File: config.mk
export PLATFORM = sky130hd
export DESIGN_NAME = rtc_daytime_core
export DESIGN_NICKNAME = d
export VERILOG_FILES = /design/src/rtl/rtc_daytime_core.sv
export SDC_FILE = /design/constraint.sdc
export NUM_CORES = 1
export LEC_CHECK = 0
export ABC_AREA = 0
export BUFFER_PORTS_ARGS = -buffer_cell sky130_fd_sc_hd__buf_2
export CORE_AREA = 2 2 218 134
export DETAILED_ROUTE_END_ITERATION = 7
export DIE_AREA = 0 0 220 136
export SLEW_MARGIN = 20
export SYNTH_ARGS = -nofsm -noshare
export SYNTH_HDL_FRONTEND = slang
export SYNTH_SLANG_ARGS = --single-unit
export TNS_END_PERCENT = 30
File: constraint.sdc
create_clock -name clk -period 6.95 [get_ports clk]
set_clock_uncertainty 0.1 [all_clocks]
set_input_delay 1.39 -clock clk [delete_from_list [all_inputs] [get_ports clk]]
set_output_delay 1.39 -clock clk [all_outputs]
set_load 0.01 [all_outputs]
File: src/rtl/rtc_daytime_core.sv
module rtc_daytime_core #(
  parameter int COMMIT_CYCLES = 6250000,
  parameter int AW = 8,
  parameter int DW = 16
) (
  input  logic          clk,
  input  logic          rst_n,
  input  logic          tick,
  input  logic          bus_valid,
  input  logic          bus_write,
  input  logic [AW-1:0] bus_addr,
  input  logic [DW-1:0] bus_wdata,
  output logic [DW-1:0] bus_rdata
);
  localparam int CW = $clog2(COMMIT_CYCLES + 1);
  localparam logic [CW-1:0] LOAD = CW'(COMMIT_CYCLES);
  localparam int NF = 4;

  logic [5:0]    sec_q, min_q;
  logic [4:0]    hr_q;
  logic [15:0]   day_q;
  logic [DW-1:0] stg_q [NF];
  logic [CW-1:0] cnt_q [NF];
  logic [NF-1:0] pend_q, stg_wr, cmt;
  logic [DW-1:0] raw_q, en_q, pwr_q;

  wire wr     = bus_valid & bus_write;
  wire clr_wr = wr && bus_addr == AW'(8'h38);
  wire en_wr  = wr && bus_addr == AW'(8'h30);
  wire pwr_wr = wr && bus_addr == AW'(8'h58);

  for (genvar i = 0; i < NF; i++) begin : g_fld
    assign stg_wr[i] = wr && bus_addr == AW'(16 + 4 * i);
    assign cmt[i]    = pend_q[i] && cnt_q[i] == CW'(1);
  end

  always_ff @(posedge clk or negedge rst_n) begin
    if (!rst_n) begin
      for (int i = 0; i < NF; i++) begin
        stg_q[i] <= '0;
        cnt_q[i] <= '0;
      end
      pend_q <= '0;
    end else begin
      for (int i = 0; i < NF; i++) begin
        if (stg_wr[i]) begin
          stg_q[i]  <= bus_wdata;
          cnt_q[i]  <= LOAD;
          pend_q[i] <= 1'b1;
        end else if (pend_q[i]) begin
          cnt_q[i] <= cnt_q[i] - CW'(1);
          if (cmt[i]) pend_q[i] <= 1'b0;
        end
      end
    end
  end

  wire sec_w = sec_q >= 6'd59;
  wire min_w = min_q >= 6'd59;
  wire hr_w  = hr_q >= 5'd23;

  always_ff @(posedge clk or negedge rst_n) begin
    if (!rst_n) begin
      sec_q <= '0;
      min_q <= '0;
      hr_q  <= '0;
      day_q <= '0;
    end else begin
      if (cmt[0])     sec_q <= stg_q[0][5:0];
      else if (tick)  sec_q <= sec_w ? 6'd0 : sec_q + 6'd1;
      if (cmt[1])                 min_q <= stg_q[1][5:0];
      else if (tick && sec_w)     min_q <= min_w ? 6'd0 : min_q + 6'd1;
      if (cmt[2])                      hr_q <= stg_q[2][4:0];
      else if (tick && sec_w && min_w) hr_q <= hr_w ? 5'd0 : hr_q + 5'd1;
      if (cmt[3])                             day_q <= stg_q[3][15:0];
      else if (tick && sec_w && min_w && hr_w) day_q <= day_q + 16'd1;
    end
  end

  always_ff @(posedge clk or negedge rst_n) begin
    if (!rst_n) begin
      raw_q <= '0;
      en_q  <= '0;
      pwr_q <= DW'(16'h0096);
    end else begin
      raw_q <= (raw_q & ~(clr_wr ? bus_wdata : '0)) | (DW'(cmt) << 8);
      if (en_wr)  en_q  <= bus_wdata;
      if (pwr_wr) pwr_q <= {bus_wdata[15:8], pwr_q[7:0] & ~bus_wdata[7:0]};
    end
  end

  always_comb begin
    case (bus_addr)
      AW'(8'h00): bus_rdata = DW'(sec_q);
      AW'(8'h04): bus_rdata = DW'(min_q);
      AW'(8'h08): bus_rdata = DW'(hr_q);
      AW'(8'h0C): bus_rdata = DW'(day_q);
      AW'(8'h10): bus_rdata = stg_q[0];
      AW'(8'h14): bus_rdata = stg_q[1];
      AW'(8'h18): bus_rdata = stg_q[2];
      AW'(8'h1C): bus_rdata = stg_q[3];
      AW'(8'h30): bus_rdata = en_q;
      AW'(8'h34): bus_rdata = raw_q;
      AW'(8'h3C): bus_rdata = raw_q & en_q;
      AW'(8'h5C): bus_rdata = pwr_q;
      default:    bus_rdata = '0;
    endcase
  end

  a_r2_sec_hold: assert property (@(posedge clk) disable iff (!rst_n)
    (!tick && !cmt[0]) |=> $stable(sec_q));

  a_r3_commit_flag: assert property (@(posedge clk) disable iff (!rst_n)
    (|cmt) |=> ((raw_q[11:8] & $past(cmt)) == $past(cmt)));

  a_r4_w1c: assert property (@(posedge clk) disable iff (!rst_n)
    (clr_wr && bus_wdata[8] && !cmt[0]) |=> !raw_q[8]);

  a_r7_pwr_hold: assert property (@(posedge clk) disable iff (!rst_n)
    !pwr_wr |=> $stable(pwr_q));

  a_r9_day_carry: assert property (@(posedge clk) disable iff (!rst_n)
    (tick && sec_q == 6'd59 && min_q == 6'd59 && hr_q == 5'd23 && cmt == '0)
    |=> (hr_q == 5'd0 && day_q == $past(day_q) + 16'd1));
endmodule

## Yosys cells after proc, flatten, opt, wreduce, memory -nomap -nowiden

Cells that the tools add are included.

- Flip-flop bits (word level): 241
- Input bits: 29

- Add/subtract/negate cells: 8
- Multiplexer cells: 33
- Bitwise gates (word level): 7
- Order comparisons: 3
- Reduce and logical (&&, ||, !) cells: 23
- Equality and inequality tests: 17

Operator list:

| operator | number |
|---|---|
| $pmux W16 S12 | 1 |
| $mux W23 | 8 |
| $eq A23 B1 Y1 const B | 4 |
| $sub A23 B1 Y23 const B | 4 |
| $mux W16 | 3 |
| $mux W6 | 6 |
| $and A16 B16 Y16 | 2 |
| $eq A8 B5 Y1 const B | 4 |
| $eq A8 B6 Y1 const B | 4 |
| $add A16 B1 Y16 const B | 1 |
| $eq A8 B4 Y1 const B | 2 |
| $eq A8 B7 Y1 const B | 2 |
| $not A16 Y16 | 1 |
| $or A16 B12 Y16 | 1 |
| $reduce_bool A2 Y1 | 8 |
| $mux W5 | 3 |
| $logic_and A1 B1 Y1 | 14 |
| $add A6 B1 Y6 const B | 2 |
| $ge A6 B6 Y1 const B | 2 |
| $mux W1 | 12 |
| $and A8 B8 Y8 | 1 |
| $eq A8 B3 Y1 const B | 1 |
| $logic_not A8 Y1 | 1 |
| $not A8 Y8 | 1 |
| 3 further kinds | 3 |

## Longest topological paths before layout

- Depth in word-level cells: 6
- Depth in mapped cells: 9

## Worst setup path after synthesis

No wires, ideal clock.

- Path type: input-to-output
- Start point: input bus_addr[6]
- End point: output bus_rdata[7]
- Data required time: 5.460 ns
- Cell stages on the path: 8
- Arrival time: 2.882 ns
- Path buffers: 3
- Setup slack: 2.578 ns
- Cell sequence: clkbuf_1 nor4bb_1 clkbuf_1 clkbuf_1 nand2_1 o21ai_0 o21ai_0 o21ai_0

- Word-level cells in the longest chain between the ends: 2

RTL lines:

| item | line | text |
|---|---|---|
| from (decl) | 11 | `input logic [AW-1:0] bus_addr,` |
| $eq A8 B7 Y1 (tied with other cells) | 93 | `case (bus_addr)` |
| $pmux W16 S12 (*) | 93 |  |
| to (decl) | 13 | `output logic [DW-1:0] bus_rdata` |

Mark *: on every way between the ends. The rest lies on a longest branch, timed or not.

## Worst setup path after layout

- Start point: input bus_addr[4]
- End point: output bus_rdata[13]

Same word-level chain as after synthesis.

==> impl_metrics.ini <==
[worst_setup_path]
r2r_end = min_q[3]$_DFFE_PN0P_
end_kind = output port
critPathMaxFanout = 25
crit_buf_inv = 2
cpMostUsedCell = buf_2
endpoint = bus_rdata[13]
ff2ff_path_depth = 5
r2r_start = cnt_q[57]$_DFFE_PN0P_
max_stage_delay_ps = 850
crit_type = in2out
path_cells = buf_2, nor3b_1, nand2_1, nor2_1, a221oi_1, o31ai_1, buf_2
critical_path.slowest_cell = nor3b_1
rrSetupSlack_ps = 4140
critPathLaunchType = input pin
critPathTopFamily = simple AND/OR/NAND/NOR gates
path_depth = 7
crit_start = bus_addr[4]
cp_data_required_time_ps = 5460
crit_arrival_ps = 3980

[sta]
hold_viol = 0
fmax_ghz = 0.1829
tns_ps = 0
period_share_pct = 78.65
post-route-min-period_ps = 5467
hold_slack_ps = 389.6
setup_viol = 0
worstMarginPinSlew_ps = 1058
maxSlewViolCount = 0
slew_headroom_pct = 29.39
rsz0062_at_grt = false

[detailed_routing]
vias_per_cell = 5.796
drc_errors = 0
wire_per_inst_um = 21.05
drt-initial-drc-count = 926
postRouteAntennaNets = 0
drt-total-wl_um = 34180
vias = 9412
first_pass_iters = 5

[pwr]
switchingPower_mw = 0.9847
p_int_mw = 2.535
sequentialPowerShare_pct = 47.7
finalPower_mw = 3.519
combPwrFrac_pct = 12.8
switching_share_pct = 27.98
clkPwrFrac_pct = 39.5
p_per_area_nw_per_um2 = 254.6
leakage_nw = 5.505
vdd_drop_max_mv = 0.1616

[global_route]
gr-total-overflow = 0
grt_max_degree = 149
grt_pass1_vias = 8986
grt_pass1_wl_um = 54030
grtUsageTotal_pct = 23.56
antenna_found_initial = 1

[flow_run]
cap_violations = 0

[synth]
synth_async_sr_flop_share_pct = 100.0
yosysTopAreaCell = dfrtp_1
yosysWarnings = 0
syn_nets = 1254
synth-main-ff-cell = dfrtp_1
synth_edf_count = 0
synth_area_per_cell_um2 = 10.27
synth_top_area_share_pct = 47.60
ys_top_cells_by_area = dfrtp_1, mux2_2, nand2_1, xor2_1, nor2_1
synthCells = 1213
synth.yosys.seq_area_share_pct = 48.44
netlist_area_um2 = 12460
ys_types = 79
ys_seq_elements = 241

[run_status]
run_status = completed

[clock_tree]
cts_sinks = 241
cts_made_buffers = 24
clock-root-buffer = clkbuf_16
cts_setup_buffers = 0
cts.clk_slew.worst_paths_ps = 60
cts_resized = 0
clk-insertion-delay-late_ps = 540
cts_buffer_depth = 3
htree_num_levels = 1
cts_tree = done
hold_buffers = 0

[floorplanning]
coreArea_um2 = 28110
start_util_pct = 44.33
ioPinCount = 45
floorplan.rows = 48
die_w_um = 220
die_area_um2 = 29920
die_y_um = 136

[layout]
fin_cells = 1624
area_delta_synth_final_pct = 10.97
antenna_cells = 0
layout.nets = 1273
final_common_cell = dfrtp_1
layout_common_cells = dfrtp_1, nand2_1, nor2_1
layout-drive-gt1-share_pct = 18.90
fill_cells = 2591
final_util_pct = 49.19

[worst_hold_path]
hp-class = reg2reg
min_from = pwr_q[4]$_DFFE_PN1P_

[place]
routabilityCongestion = 0.9424
dp_cells = 1581
hpwl_um = 23380
port_buffers = 44
final cells by class:
type / instances / area, um2 / share of cell area, %
Clock buffer: 30 / 684.4 / 4.950
Tap cell: 375 / 469.2 / 3.394
Clock inverter: 13 / 155.1 / 1.122
Sequential cell: 241 / 6036 / 43.66
Inverter: 16 / 60.06 / 0.4344
Timing Repair Buffer: 57 / 340.3 / 2.462
Multi-Input combinational cell: 892 / 6081 / 43.98
logic make-up (layout without fill, tap and decap cells):
kind of cell | after synthesis | count (layout) | synth area share [%]
compound gates | 201 | 201 | 10.60
xor+xnor | 88 | 88 | 6.186
simple gates | 468 | 468 | 19.53
buf+inv | 80 | 116 | 2.852
flops | 241 | 241 | 48.44
fa+ha+maj | 13 | 13 | 1.285
mux | 122 | 122 | 11.10
layer usage:
layer	up-vias	share of wire (%)	GRT usage, %
met2	299	39	31.27
li1	4393	-	-
met1	4676	51	38.20
met4	2	1.5	4.251
met5	-	0.032	0
met3	42	8.0	5.749
cell usage after synthesis, types with 4 or more instances:
master / instances
a211oi_1: 7
a21boi_0: 20
a21oi_1: 42
a221oi_1: 4
a22oi_1: 10
a31oi_1: 11
a32oi_1: 7
and2_1: 11
and3_1: 12
buf_1: 5
buf_2: 19
clkbuf_1: 34
dfrtp_1: 237
dfstp_2: 4
ha_1: 12
inv_1: 15
mux2_2: 99
mux2i_1: 20
nand2_1: 130
nand3_1: 57
nand3b_1: 4
nand4_1: 17
nand4b_1: 5
nor2_1: 115
nor2b_1: 5
nor3_1: 21
nor3b_1: 4
nor4_1: 15
nor4_2: 4
nor4b_1: 5
o211ai_1: 10
o21a_1: 8
o21ai_0: 47
o31ai_1: 4
or2_2: 5
or3_1: 17
or4_1: 9
xnor2_1: 33
xor2_1: 55
metrics by stage:
stage | setup slack, ps | instance area, um2
floorplan | 2578 | 12460
global placement | 1778 | 12990
detailed placement | 1656 | 12990
CTS | 1623 | 13830
global route | 1407 | 13830
finish | 1483 | 13830
state kept, by name (all words and copies together) (netlist names), 5 cells and up:
name and cells:
hr_q 5, en_q 16, min_q 6, stg_q 64
day_q 16, pwr_q 16, raw_q 16, sec_q 6
cnt_q 92
power by group through the flow:
stage                     combinational, mW  sequential [mW]  clock (mW)
final                                 0.451             1.68        1.39
after global routing                  0.510             1.70        1.49
after CTS                             0.454             1.67        1.42
after detailed placement              0.451             1.70           0
after global placement                0.438             1.69           0
after floorplan                       0.344             1.65           0
worst min path at each step:
| stage | end | slack (ps) | depth (start not counted) |
|---|---|---|---|
| global route | pwr_q[1]$_DFFE_PN1P_ | 400 | 1 |
| floorplan | raw_q[10]$_DFF_PN0_ | 340 | 2 |
| global placement | pwr_q[4]$_DFFE_PN1P_ | 370 | 1 |
| detailed placement | pwr_q[1]$_DFFE_PN1P_ | 380 | 1 |
| finish | pwr_q[4]$_DFFE_PN1P_ | 390 | 1 |
| CTS | pwr_q[1]$_DFFE_PN1P_ | 390 | 1 |
No activity file was read; power rests on OpenSTA's default activity.
